File: src/rtl/stack_ptr_bank.sv
module stack_ptr_bank #(
  parameter int XLEN = 32
) (
  input  logic            clk,
  input  logic            rst_n,
  input  logic            supervisor,
  input  logic            cfg_we,
  input  logic            cfg_dual,
  input  logic            a7_we,
  input  logic [XLEN-1:0] a7_wdata,
  output logic [XLEN-1:0] a7_rdata,
  input  logic            insn_valid,
  input  logic [15:0]     insn_word,
  output logic [2:0]      arf_raddr,
  input  logic [XLEN-1:0] arf_rdata,
  output logic            arf_we,
  output logic [2:0]      arf_waddr,
  output logic [XLEN-1:0] arf_wdata,
  output logic            priv_viol,
  input  logic            dbg_sel,
  input  logic            dbg_we,
  input  logic [XLEN-1:0] dbg_wdata,
  output logic [XLEN-1:0] dbg_rdata
);

  localparam logic [11:0] USP_MOVE_HI = 12'h4E6;

  logic            dual_q;
  logic [XLEN-1:0] ssp_q, usp_q;

  wire usp_move  = insn_valid && (insn_word[15:4] == USP_MOVE_HI);
  wire mv_to     = usp_move && !insn_word[3] && supervisor;
  wire mv_from   = usp_move &&  insn_word[3] && supervisor;
  wire rn_is_sp  = &insn_word[2:0];
  wire act_ssp   = !dual_q || supervisor;

  wire [XLEN-1:0] oth_sp = act_ssp ? usp_q : ssp_q;

  assign a7_rdata  = act_ssp ? ssp_q : usp_q;
  assign dbg_rdata = dbg_sel ? oth_sp : a7_rdata;
  assign priv_viol = usp_move && !supervisor;
  assign arf_raddr = insn_word[2:0];
  assign arf_waddr = insn_word[2:0];
  assign arf_we    = mv_from && !rn_is_sp;
  assign arf_wdata = usp_q;

  wire            pop_to_a7 = mv_from && rn_is_sp;
  wire            act_we    = pop_to_a7 || a7_we;
  wire [XLEN-1:0] act_d     = pop_to_a7 ? usp_q : a7_wdata;
  wire [XLEN-1:0] usp_mv_d  = rn_is_sp ? a7_rdata : arf_rdata;

  wire dbg_act = dbg_we && !dbg_sel;
  wire dbg_oth = dbg_we &&  dbg_sel;
  wire dbg_ssp = act_ssp ? dbg_act : dbg_oth;
  wire dbg_usp = act_ssp ? dbg_oth : dbg_act;

  always_ff @(posedge clk or negedge rst_n) begin
    if (!rst_n) begin
      dual_q <= 1'b0;
      ssp_q  <= '0;
      usp_q  <= '0;
    end else begin
      if (cfg_we) dual_q <= cfg_dual;

      if (dbg_ssp)                ssp_q <= dbg_wdata;
      else if (act_ssp && act_we) ssp_q <= act_d;

      if (dbg_usp)                 usp_q <= dbg_wdata;
      else if (!act_ssp && act_we) usp_q <= act_d;
      else if (mv_to)              usp_q <= usp_mv_d;
    end
  end

endmodule


File: config.mk
export PLATFORM = sky130hd
export DESIGN_NAME = stack_ptr_bank
export DESIGN_NICKNAME = d
export VERILOG_FILES = /design/src/rtl/stack_ptr_bank.sv
export SDC_FILE = /design/constraint.sdc
export NUM_CORES = 1
export LEC_CHECK = 0
export BUFFER_PORTS_ARGS = -buffer_cell sky130_fd_sc_hd__buf_4
export CAP_MARGIN = 40
export CORE_MARGIN = 4
export CORE_UTILIZATION = 50
export DETAILED_ROUTE_END_ITERATION = 8
export GPL_TIMING_DRIVEN = 0
export PLACE_DENSITY = 0.81
export SYNTH_ARGS = -nofsm -noshare
export SYNTH_HDL_FRONTEND = slang
export SYNTH_SLANG_ARGS = --single-unit
export TNS_END_PERCENT = 20
File: constraint.sdc
create_clock -name clk -period 3 [get_ports clk]
set_input_delay 0.45 -clock clk [delete_from_list [all_inputs] [get_ports clk]]
set_output_delay 0.45 -clock clk [all_outputs]
set_load 0.01 [all_outputs]
* After elaboration in Yosys (flattened, before gate mapping)
Cells that the tools add are included.
Operators by class: equality and inequality tests 1, bitwise operators 0, multipliers 0, order comparisons 0, multiplexer cells 12, reductions and logical operators 23, shift-type cells 0, add/subtract/negate cells 0, div/mod/pow operators 0
Operators with widths (number):
- 32-bit two-way mux | 10
- 12-bit by 11-bit == test with 1-bit output (second input constant) | 1
- 1-bit logical AND | 12
- 1-bit zero test | 6
- 3-bit AND reduction | 1
- 3-bit nonzero test | 1
- 1-bit logical OR | 2
- 1-bit two-way mux | 2
- 2-bit nonzero test | 1
Storage, ports and cells: RAM bits 0, bits in latches 0, ROM bits 0, bits in registers 65, word-level logic and storage cells 39, memories 0, bits of input ports 121, output and inout bits 104

* Logic depth before layout (Yosys ltp)
Gate-level depths: netlist of run 1.
word-level depth 9, gate-level depth with buffers 9, gate-level depth less buffers 5

* Least setup slack after synthesis of run 1
OpenSTA, ideal clock, no wires.
kind input-to-output, start input supervisor, end output dbg_rdata[10], path buffers 2, setup slack 1.032 ns, data arrival time 1.518 ns, stages on the path 5, path through nand2b_4 -> buf_6 -> xor2_4 -> buf_2 -> mux2_2
Between the ends: cells in the longest elaborated chain, start to end 3, elaborated cells on any way between the ends 4
RTL lines:
- start, declared | line 6 | input logic supervisor,
- 1-bit logical OR * | line 35 | wire act_ssp = !dual_q || supervisor;
- 32-bit two-way mux, on equally long branches | line 39, 37
- 32-bit two-way mux * | line 40 | assign dbg_rdata = dbg_sel ? oth_sp : a7_rdata;
- end, declared | line 23 | output logic [XLEN-1:0] dbg_rdata
Every way passes the cells marked *; elsewhere a longest branch is shown, timed or not.

* Final worst setup path of run 1
start register dual_q, end output dbg_rdata[27]
Between the ends: cells in the longest elaborated chain, start to end 4, elaborated cells on any way between the ends 5
RTL lines:
- start, declared | line 28 | logic dual_q;
- start signal, assigned | line 63 | if (cfg_we) dual_q <= cfg_dual;
- 1-bit zero test * | line 35
- 1-bit logical OR * | line 35
- 32-bit two-way mux, on equally long branches | line 39, 37
- 32-bit two-way mux * | line 40
Marks and branches as above.

==> flow_metrics.env, run 1 <==
export IMPL_ys_ff_latch=65
export IMPL_die_w_um=109.0
export IMPL_gr_usage_all_layers=0.2996
export IMPL_maxCapViolations=0
export IMPL_syn_area_mm2=0.005101
export IMPL_syn_inst=526
export IMPL_hold_buffers=0
export IMPL_finalHoldViolCount=0
export IMPL_area_delta_synth_final_pct=40.05
export IMPL_drive_gt1_frac=0.4889
export IMPL_syn_nets=647
export IMPL_drt_iter0_drc=291
export IMPL_cts_root_buf="clkbuf_8"
export IMPL_use_met3=0.05506
export IMPL_status="complete, no violations"
export IMPL_grt_max_degree=39
export IMPL_top_usage_layer="met2"
export IMPL_seq_area_mm2=0.001627
export IMPL_grtUsageMet2=0.5149
export IMPL_clkTransAtPathRegs_ns=0.07
export IMPL_reg2reg_from="dual_q$_DFFE_PN0P_"
export IMPL_h_tree_depth=3
export IMPL_tightest_slew_ns=0.6284
export IMPL_syn_area_per_cell_um2=9.698
export IMPL_rows=36
export IMPL_rrSetupSlack_ns=0.88
export IMPL_vdd_drop_max_mv=0.2664
export IMPL_ys_flop_type="dfrtp_1"
export IMPL_final_nets=883
export IMPL_wirelength_mm=17.51
export IMPL_cp_start_kind="flip-flop"
export IMPL_gp_congestion=0.9141
export IMPL_clock_sinks=65
export IMPL_grt_pass1_wl_mm=27.86
export IMPL_fp_dieArea_mm2=0.01188
export IMPL_vias=5103
export IMPL_drv_slew=0
export IMPL_numCtsBuffers=9
export IMPL_setup_viol=0
export IMPL_r2r_end="arf_wdata[20]$_DFFE_PN0P_"
export IMPL_hp_class="input pin to asynchronous set/reset pin"
export IMPL_rsz0062_at_grt="no"
export IMPL_finClkSkew_ns=0.008783
export IMPL_start_util=0.5171
export IMPL_antenna_found_initial=0
export IMPL_tns_ns=0
export IMPL_ff2ff_path_depth=6
export IMPL_yosysTopAreaCell="dfrtp_1"
export IMPL_fp_dieH_um=109.0
export IMPL_worst_setup_path_end_kind="output pin"
export IMPL_worstPathArrival_ns=2.15
export IMPL_finalCritPeriodShare=0.8672
export IMPL_drtPass1Iterations=5
export IMPL_holdWs_ns=0.01622
export IMPL_synth_warnings=0
export IMPL_ios=225
export IMPL_route_detailed_drc=0
export IMPL_cts_tree="done"
export IMPL_dp_hpwl_mm=13.33
export IMPL_min_period_ns=2.602
export IMPL_worstPathRequired_ns=2.55
export IMPL_async_flop_share=1.000
export IMPL_synth_edff_count=0
export IMPL_synth_area_top_cells="dfrtp_1 (32%), mux2_2 (15%), mux2i_1 (12%), o221ai_2 (8.8%), a211oi_1 (4.7%)"
export IMPL_wl_per_cell_um=19.46
export IMPL_synth_cell_types=33
export IMPL_cp_max_fo=10
export IMPL_drtAntennaViolNets=0
export IMPL_slew_limit_headroom=0.5811
export IMPL_p_leak_nw=3.286
export IMPL_io_buffers=224
export IMPL_p_total_mw=3.650
export IMPL_yosysSeqAreaShare=0.3189
export IMPL_clkLatencyLatePin_ns=0.35
export IMPL_ctsResizeCount=0
export IMPL_avgViaCountPerCell=5.670
export IMPL_yosysTopAreaCellShare=0.3189
export IMPL_grt_met1_usage=0.3743
export IMPL_post_cts_buffers=0
export IMPL_multi_input_area_mm2=0.003048
export IMPL_antenna_cells=0
export IMPL_clockBufferDepth=2
export IMPL_critPathKind="flip-flop to output pin"
export IMPL_grt_ovfl_total=0
export IMPL_powerDensity_mw_per_mm2=510.9
export IMPL_fmax_mhz=384.4
export IMPL_fillCellCount=761
export IMPL_core_area_mm2=0.009864
export IMPL_grt_pass1_vias=5418
-- layout by cell type (no fill, tap or decap) --
cell type	synthesis	final
clkinvlp_4	0	1
and2_1	2	2
and4bb_2	1	1
nand3b_1	1	1
o211ai_1	1	1
o221ai_2	30	30
buf_12	0	1
nand2b_4	1	1
dfrtp_1	65	65
buf_1	1	1
nor3b_1	1	1
nand4_1	2	2
o21ai_1	1	1
and4b_1	1	1
inv_1	31	31
mux2i_1	63	63
clkbuf_8	0	11
buf_2	20	20
buf_4	6	230
nor2_2	1	1
buf_6	9	9
o221a_2	1	1
a211o_4	1	1
nor4bb_1	1	1
nor2_1	64	64
nor3_1	34	34
and3_1	1	1
clkbuf_1	16	19
nor2b_1	2	2
a21o_1	32	32
xor2_4	1	1
o221ai_1	1	1
mux2_2	66	66
a211oi_1	32	32
nand2_1	35	35
clkinv_2	0	1
nand2b_1	2	2
-- flip-flops by register name, indices dropped and copies added, names as in the netlist --
register,flops
ssp_q,32
arf_wdata,32
dual_q,1
-- metal layers --
layer  vias up  wire length (um)
li1       2363                 -
met1      2467              6949
met4         0               282
met5         -                 0
met3        26              1466
met2       247              8814
-- cells in the mapped netlist (all sizes together), types with 2 or more instances --
master and number:
a21o 32, clkbuf 16, nand2b 3, nor2b 2, inv 31, dfrtp 65
nor2 65, o221ai 31, nand4 2, buf 36, nand2 35, a211oi 32
mux2i 63, nor3 34, mux2 66, and2 2
-- worst max-delay path: stages (launching register included) --
cell and delay (ns):
dfrtp_1 0.42, nand2b_4 0.08, buf_6 0.15, xor2_4 0.26
buf_2 0.35, mux2_2 0.39, buf_4 0.15
-- through the flow --
step                      setup slack (ns)  utilization  cell area, um^2  instances
after floorplan                      1.032            -             5101        526
after global placement              0.5504       0.7045             6949        883
after detailed placement            0.4661       0.7065             6969        884
after CTS                           0.3849       0.7243             7144        900
after global routing                0.2966       0.7243             7144        900
final                               0.3983       0.7243             7144        900
-- how the worst max path moves through the flow --
| stage | startpoint | end | slack (ns) |
|---|---|---|---|
| after CTS | dual_q$_DFFE_PN0P_ | dbg_rdata[27] | 0.38 |
| final | dual_q$_DFFE_PN0P_ | dbg_rdata[27] | 0.40 |
| after global placement | supervisor | dbg_rdata[7] | 0.55 |
| after global routing | dual_q$_DFFE_PN0P_ | dbg_rdata[30] | 0.30 |
| after floorplan | supervisor | dbg_rdata[10] | 1.03 |
| after detailed placement | insn_word[12] | arf_wdata[30]$_DFFE_PN0P_ | 0.47 |
-- cell type report --
type / instances / share of cell area
Tap cell: 133 / 0.02329
Sequential cell: 65 / 0.2277
Clock buffer: 14 / 0.02277
Timing Repair Buffer: 225 / 0.2382
Inverter: 31 / 0.01629
Multi-Input combinational cell: 378 / 0.4266
Buffer: 52 / 0.04343
Clock inverter: 2 / 0.001751
-- where the power goes --
part           internal [mW]  switching (mW)  leakage [nW]
registers               1.05           0.192         0.754
clock network          0.345           0.351        0.0867
logic                  0.925           0.789          2.45
-- logic make-up after synthesis --
kind of cell | synth area share
compound gates | 0.1923
xor+xnor | 0.005397
buf+inv | 0.08364
flops | 0.3189
mux | 0.2693
simple gates | 0.1305
Power figures use the tool's default switching activity.
==> run 2: changes to the inputs <==
--- a/config.mk
+++ b/config.mk
@@ -8,10 +8,10 @@
 export BUFFER_PORTS_ARGS = -buffer_cell sky130_fd_sc_hd__buf_4
 export CAP_MARGIN = 40
 export CORE_MARGIN = 4
-export CORE_UTILIZATION = 50
+export CORE_UTILIZATION = 30
 export DETAILED_ROUTE_END_ITERATION = 8
-export GPL_TIMING_DRIVEN = 0
-export PLACE_DENSITY = 0.81
+export GPL_TIMING_DRIVEN = 1
+export PLACE_DENSITY = 0.52
 export SYNTH_ARGS = -nofsm -noshare
 export SYNTH_HDL_FRONTEND = slang
 export SYNTH_SLANG_ARGS = --single-unit
==> flow_metrics.env, run 2 (synthesis gave the netlist of run 1 again) <==
export IMPL_multi_input_area_mm2=0.003077
export IMPL_dpl_instance_area_mm2=0.006937
export IMPL_hold_buffers=1
export IMPL_finalHoldViolCount=0
export IMPL_post_cts_buffers=0
export IMPL_cp_slowest_cell="buf_4"
export IMPL_maxCapViolations=0
export IMPL_drive_gt1_frac=0.4938
export IMPL_min_period_ns=2.368
export IMPL_holdWs_ns=0.3385
export IMPL_finalCritPeriodShare=0.7893
export IMPL_cts_tree="done"
export IMPL_status="complete, no violations"
export IMPL_fillCellCount=1649
export IMPL_antenna_cells=0
export IMPL_start_util=0.3065
export IMPL_path_common_cell="buf_4"
export IMPL_dp_hpwl_mm=12.93
export IMPL_worstPathRequired_ns=2.55
export IMPL_mostFrequentLayoutCells="buf_4 (239), mux2_2 (66), dfrtp_1 (65)"
export IMPL_cts_root_buf="clkbuf_16"
export IMPL_h_tree_depth=3
export IMPL_ios=225
export IMPL_clockBufferDepth=2
export IMPL_slowest_delay_ns=0.47
export IMPL_p_total_mw=4.041
export IMPL_worst_setup_path_end_kind="output pin"
export IMPL_die_w_um=138.4
export IMPL_p_leak_nw=3.264
export IMPL_rsz0062_at_grt="no"
export IMPL_grt_pass1_vias=5253
export IMPL_drtPass1Iterations=4
export IMPL_avgViaCountPerCell=5.008
export IMPL_antenna_found_initial=0
export IMPL_fp_dieArea_mm2=0.01915
export IMPL_instances_no_fill=951
export IMPL_vias=4763
export IMPL_fp_dieH_um=138.4
export IMPL_path_buf_inv=2
export IMPL_grt_ovfl_total=0
export IMPL_worstPathArrival_ns=1.92
export IMPL_grt_max_degree=63
export IMPL_hp_class="input pin to flip-flop"
export IMPL_route_detailed_drc=0
export IMPL_slew_limit_headroom=0.5886
export IMPL_cp_start_kind="flip-flop"
export IMPL_gp_congestion=0.7576
export IMPL_fmax_mhz=422.3
export IMPL_final_nets=848
export IMPL_wirelength_mm=17.74
export IMPL_drtAntennaViolNets=0
export IMPL_crit_family="buffers and inverters"
export IMPL_wl_per_cell_um=18.66
export IMPL_vdd_drop_max_mv=0.2560
export IMPL_io_buffers=224
export IMPL_cp_max_fo=34
export IMPL_critPathKind="flip-flop to output pin"
export IMPL_tightest_slew_ns=0.6171
export IMPL_place_inst=935
export IMPL_fin_area_mm2=0.007258
export IMPL_grt_pass1_wl_mm=28.49
export IMPL_core_area_mm2=0.01664
export IMPL_drv_slew=0
export IMPL_numCtsBuffers=9
export IMPL_area_delta_synth_final_pct=42.29
export IMPL_rows=47
export IMPL_gr_usage_all_layers=0.1822
export IMPL_clock_sinks=65
export IMPL_seq_area_mm2=0.001627
export IMPL_clkLatencyLatePin_ns=0.33
export IMPL_mostFrequentLayoutCell="buf_4"
export IMPL_crit_chain="nand2b_4, buf_4, mux2_2, buf_4"
export IMPL_tns_ns=0
export IMPL_ctsResizeCount=0
export IMPL_finClkSkew_ns=0.005071
export IMPL_powerDensity_mw_per_mm2=556.8
export IMPL_clkTransAtPathRegs_ns=0.05
export IMPL_setup_viol=0
export IMPL_drt_iter0_drc=192
==> run 2: changes by cell type in the layout (fill, tap and decap cells not counted), moves of 2 or more <==
cell and delta:
clkbuf_16 +9, buf_6 -9, bufinv_16 +2, buf_2 -20, buf_4 +9, clkbuf_8 -10, clkbuf_1 -17
==> run 2: per-stage QoR <==
stage                     utilization  worst slack (ns)
after global routing           0.4361            0.5580
after floorplan                     -             1.032
final                          0.4361            0.6322
after global placement         0.4152            0.6125
after detailed placement       0.4168            0.5377
after CTS                      0.4361            0.6032
==> run 2: where the power goes <==
| part | internal [mW] | switching [mW] | leakage [nW] |
|---|---|---|---|
| Sequential | 1.05 | 0.202 | 0.754 |
| Clock | 0.745 | 0.385 | 0.153 |
| Combinational | 0.908 | 0.753 | 2.36 |
| Total | 2.70 | 1.34 | 3.26 |
==> run 2: path summary, 6_finish.rpt <==
kind | startpoint | to | slack, ns | depth (start not counted)
max in group asynchronous | rst_n | arf_wdata[13]$_DFFE_PN0P_ | 2.02 | 3
worst max register to register | dual_q$_DFFE_PN0P_ | arf_wdata[3]$_DFFE_PN0P_ | 1.01 | 6
worst min register to register | ssp_q[18]$_DFFE_PN0P_ | ssp_q[18]$_DFFE_PN0P_ | 0.60 | 2
worst min-delay path | dbg_wdata[0] | ssp_q[0]$_DFFE_PN0P_ | 0.34 | 3
worst max-delay path | dual_q$_DFFE_PN0P_ | a7_rdata[18] | 0.63 | 4
min in group asynchronous | rst_n | dual_q$_DFFE_PN0P_ | 0.47 | 2
==> run 2: worst reg2reg max path: cells and delay by family, from the launching register on <==
kind / cells / cell delay (ns)
multiplexers: 2 / 0.64
buffers and inverters: 1 / 0.47
flip-flops: 1 / 0.42
AO/OA/AOI/OAI: 2 / 0.21
AND/OR/NAND/NOR: 1 / 0.12
==> run 2: layout make-up <==
class | count | area share
Clock buffer | 12 | 0.03396
Clock inverter | 3 | 0.008964
Inverter | 31 | 0.01603
Multi-Input combinational cell | 378 | 0.4239
Sequential cell | 65 | 0.2241
Tap cell | 220 | 0.03792
Timing Repair Buffer | 242 | 0.2551
==> run 2: per-layer routing <==
| metal | GRT usage | share of wire | routed length (um) | vias to the layer above |
|---|---|---|---|---|
| met5 | 0 | 0 | 0 | - |
| met4 | 0.04160 | 0.013 | 227 | 0 |
| met3 | 0.05352 | 0.068 | 1200 | 16 |
| met2 | 0.3176 | 0.49 | 8672 | 172 |
| met1 | 0.2227 | 0.43 | 7642 | 2269 |
| li1 | - | - | - | 2306 |
==> run 3: changes to the inputs <==
==> constraint.sdc (replaced) <==
create_clock -name clk -period 2.4 [get_ports clk]
set_input_delay 0.36 -clock clk [delete_from_list [all_inputs] [get_ports clk]]
set_output_delay 0.36 -clock clk [all_outputs]
set_load 0.01 [all_outputs]
==> flow_metrics.env, run 3 (synthesis gave the netlist of run 1 again) <==
export IMPL_worstPathRequired_ns=2.04
export IMPL_fmax_mhz=439.4
export IMPL_antenna_cells=0
export IMPL_combPwrFrac=0.431
export IMPL_area_delta_synth_final_pct=43.14
export IMPL_clockBufferDepth=2
export IMPL_cp_start_kind="flip-flop"
export IMPL_tightest_slew_ns=0.4679
export IMPL_post_route_util=0.4388
export IMPL_drt_iter0_drc=216
export IMPL_grt_pass1_wl_mm=28.44
export IMPL_netSwitchingPower_mw=1.703
export IMPL_vdd_drop_max_mv=0.3456
export IMPL_start_util=0.3065
export IMPL_mostFrequentLayoutCells="buf_4 (244), mux2_2 (66), dfrtp_1 (65)"
export IMPL_pwr_share_clk=0.249
export IMPL_gr_usage_all_layers=0.1828
export IMPL_drtAntennaViolNets=0
export IMPL_rows=47
export IMPL_worstPathArrival_ns=1.92
export IMPL_wirelength_mm=18.14
export IMPL_top_usage_layer="met2"
export IMPL_clock_sinks=65
export IMPL_wl_per_cell_um=18.89
export IMPL_intPower_mw=3.190
export IMPL_cp_max_fo=14
export IMPL_fp_dieArea_mm2=0.01915
export IMPL_p_leak_nw=3.295
export IMPL_drv_slew=0
export IMPL_status="complete, no violations"
export IMPL_dp_hpwl_mm=13.60
export IMPL_holdWs_ns=0.2487
export IMPL_fillCellCount=1635
export IMPL_slew_limit_headroom=0.6881
export IMPL_fp_dieH_um=138.4
export IMPL_cts_tree="done"
export IMPL_route_detailed_drc=0
export IMPL_grt_max_degree=66
export IMPL_h_tree_depth=3
export IMPL_use_met3=0.04040
export IMPL_multi_input_area_mm2=0.003077
export IMPL_hp_class="input pin to flip-flop"
export IMPL_clkTransAtPathRegs_ns=0.06
export IMPL_finalCritPeriodShare=0.9484
export IMPL_avgViaCountPerCell=5.110
export IMPL_mostFrequentLayoutCell="buf_4"
export IMPL_drive_gt1_frac=0.5014
export IMPL_critPathKind="flip-flop to output pin"
export IMPL_die_w_um=138.4
export IMPL_min_period_ns=2.276
export IMPL_cts_root_buf="clkbuf_16"
export IMPL_finalHoldViolCount=0
export IMPL_grtUsageMet2=0.3086
export IMPL_setup_viol=0
export IMPL_drtPass1Iterations=4
export IMPL_grt_pass1_vias=5108
export IMPL_antenna_found_initial=0
export IMPL_worst_setup_path_end_kind="output pin"
export IMPL_powerDensity_mw_per_mm2=670.0
export IMPL_grt_ovfl_total=0
export IMPL_rsz0062_at_grt="no"
export IMPL_final_nets=856
export IMPL_tns_ns=0
export IMPL_pwr_share_seq=0.320
export IMPL_maxCapViolations=0
export IMPL_io_buffers=224
export IMPL_ios=225
export IMPL_clkLatencyLatePin_ns=0.33
export IMPL_seq_area_mm2=0.001627
export IMPL_gp_congestion=0.7948
export IMPL_numCtsBuffers=9
export IMPL_grt_met1_usage=0.2344
export IMPL_vias=4906
export IMPL_netSwitchingFraction=0.3480
export IMPL_finClkSkew_ns=0.006027
export IMPL_core_area_mm2=0.01664
-- run 3: cell count changes in the layout (fill, tap and decap cells not counted) --
cell / change
buf_16: -1
buf_6: +1
bufinv_16: -2
buf_4: +5
clkbuf_1: -1
clkinv_4: +1
buf_12: +3
clkinvlp_4: +1
clkinv_2: +2
-- run 3: per-layer routing --
metal / routed length [um] / part of all wire / vias to the layer above
li1: - / - / 2323
met1: 7898 / 0.44 / 2366
met2: 8700 / 0.48 / 193
met3: 1214 / 0.067 / 24
met4: 323 / 0.018 / 0
met5: 0 / 0 / -
-- run 3: repair_timing --
action                                  4_1_cts  5_1_grt
endpoints found under the hold margin        27        0
endpoints found under the setup margin        0       14
hold buffers                                  1        0
buffers inserted                              0        0
resized for setup                             0        1
-- run 3: worst max-delay path: stages, from the launching register on --
cell,delay (ns)
dfrtp_1,0.42
nand2b_4,0.13
xor2_4,0.27
buf_6,0.24
mux2_2,0.37
buf_4,0.14
-- run 3: final cells by class --
type	count	area share
clock buffer	11	0.03324
clock inverter	5	0.004284
inverter	31	0.01594
multi-input combinational	378	0.4214
sequential	65	0.2228
tap	220	0.03770
timing repair buffer	250	0.2647
-- run 3: through the flow --
| step | instances | worst slack, ns | instance area [um^2] | total power [mW] |
|---|---|---|---|---|
| 2_1_floorplan | 526 | 0.6121 | 5101 | 2.646 |
| 3_3_place_gp | 942 | 0.2468 | 6994 | 3.675 |
| 3_5_place_dp | 943 | 0.1609 | 7014 | 3.708 |
| 4_1_cts | 960 | 0.03490 | 7298 | 4.950 |
| 5_1_grt | 960 | 0.02484 | 7302 | 5.192 |
| 6_report | 960 | 0.1239 | 7302 | 4.892 |
-- run 3: worst paths after layout --
kind                       cells after the start             startpoint  slack, ns                         to
max                                            5     dual_q$_DFFE_PN0P_       0.12              dbg_rdata[19]
min                                            3          dbg_wdata[27]       0.25      ssp_q[27]$_DFFE_PN0P_
max reg2reg                                    6     dual_q$_DFFE_PN0P_       0.58   arf_wdata[9]$_DFFE_PN0P_
min reg2reg                                    2  ssp_q[22]$_DFFE_PN0P_       0.60      ssp_q[22]$_DFFE_PN0P_
max in group asynchronous                      3                  rst_n       1.31  arf_wdata[17]$_DFFE_PN0P_
min in group asynchronous                      2                  rst_n       0.54  arf_wdata[30]$_DFFE_PN0P_
-- run 3: power by group through the flow --
stage	sequential [mW]	clock (mW)	combinational, mW
2_1_floorplan	1.55	0	1.10
3_3_place_gp	1.57	0	2.10
3_5_place_dp	1.58	0	2.13
4_1_cts	1.56	1.25	2.14
5_1_grt	1.60	1.31	2.28
6_report	1.57	1.22	2.11
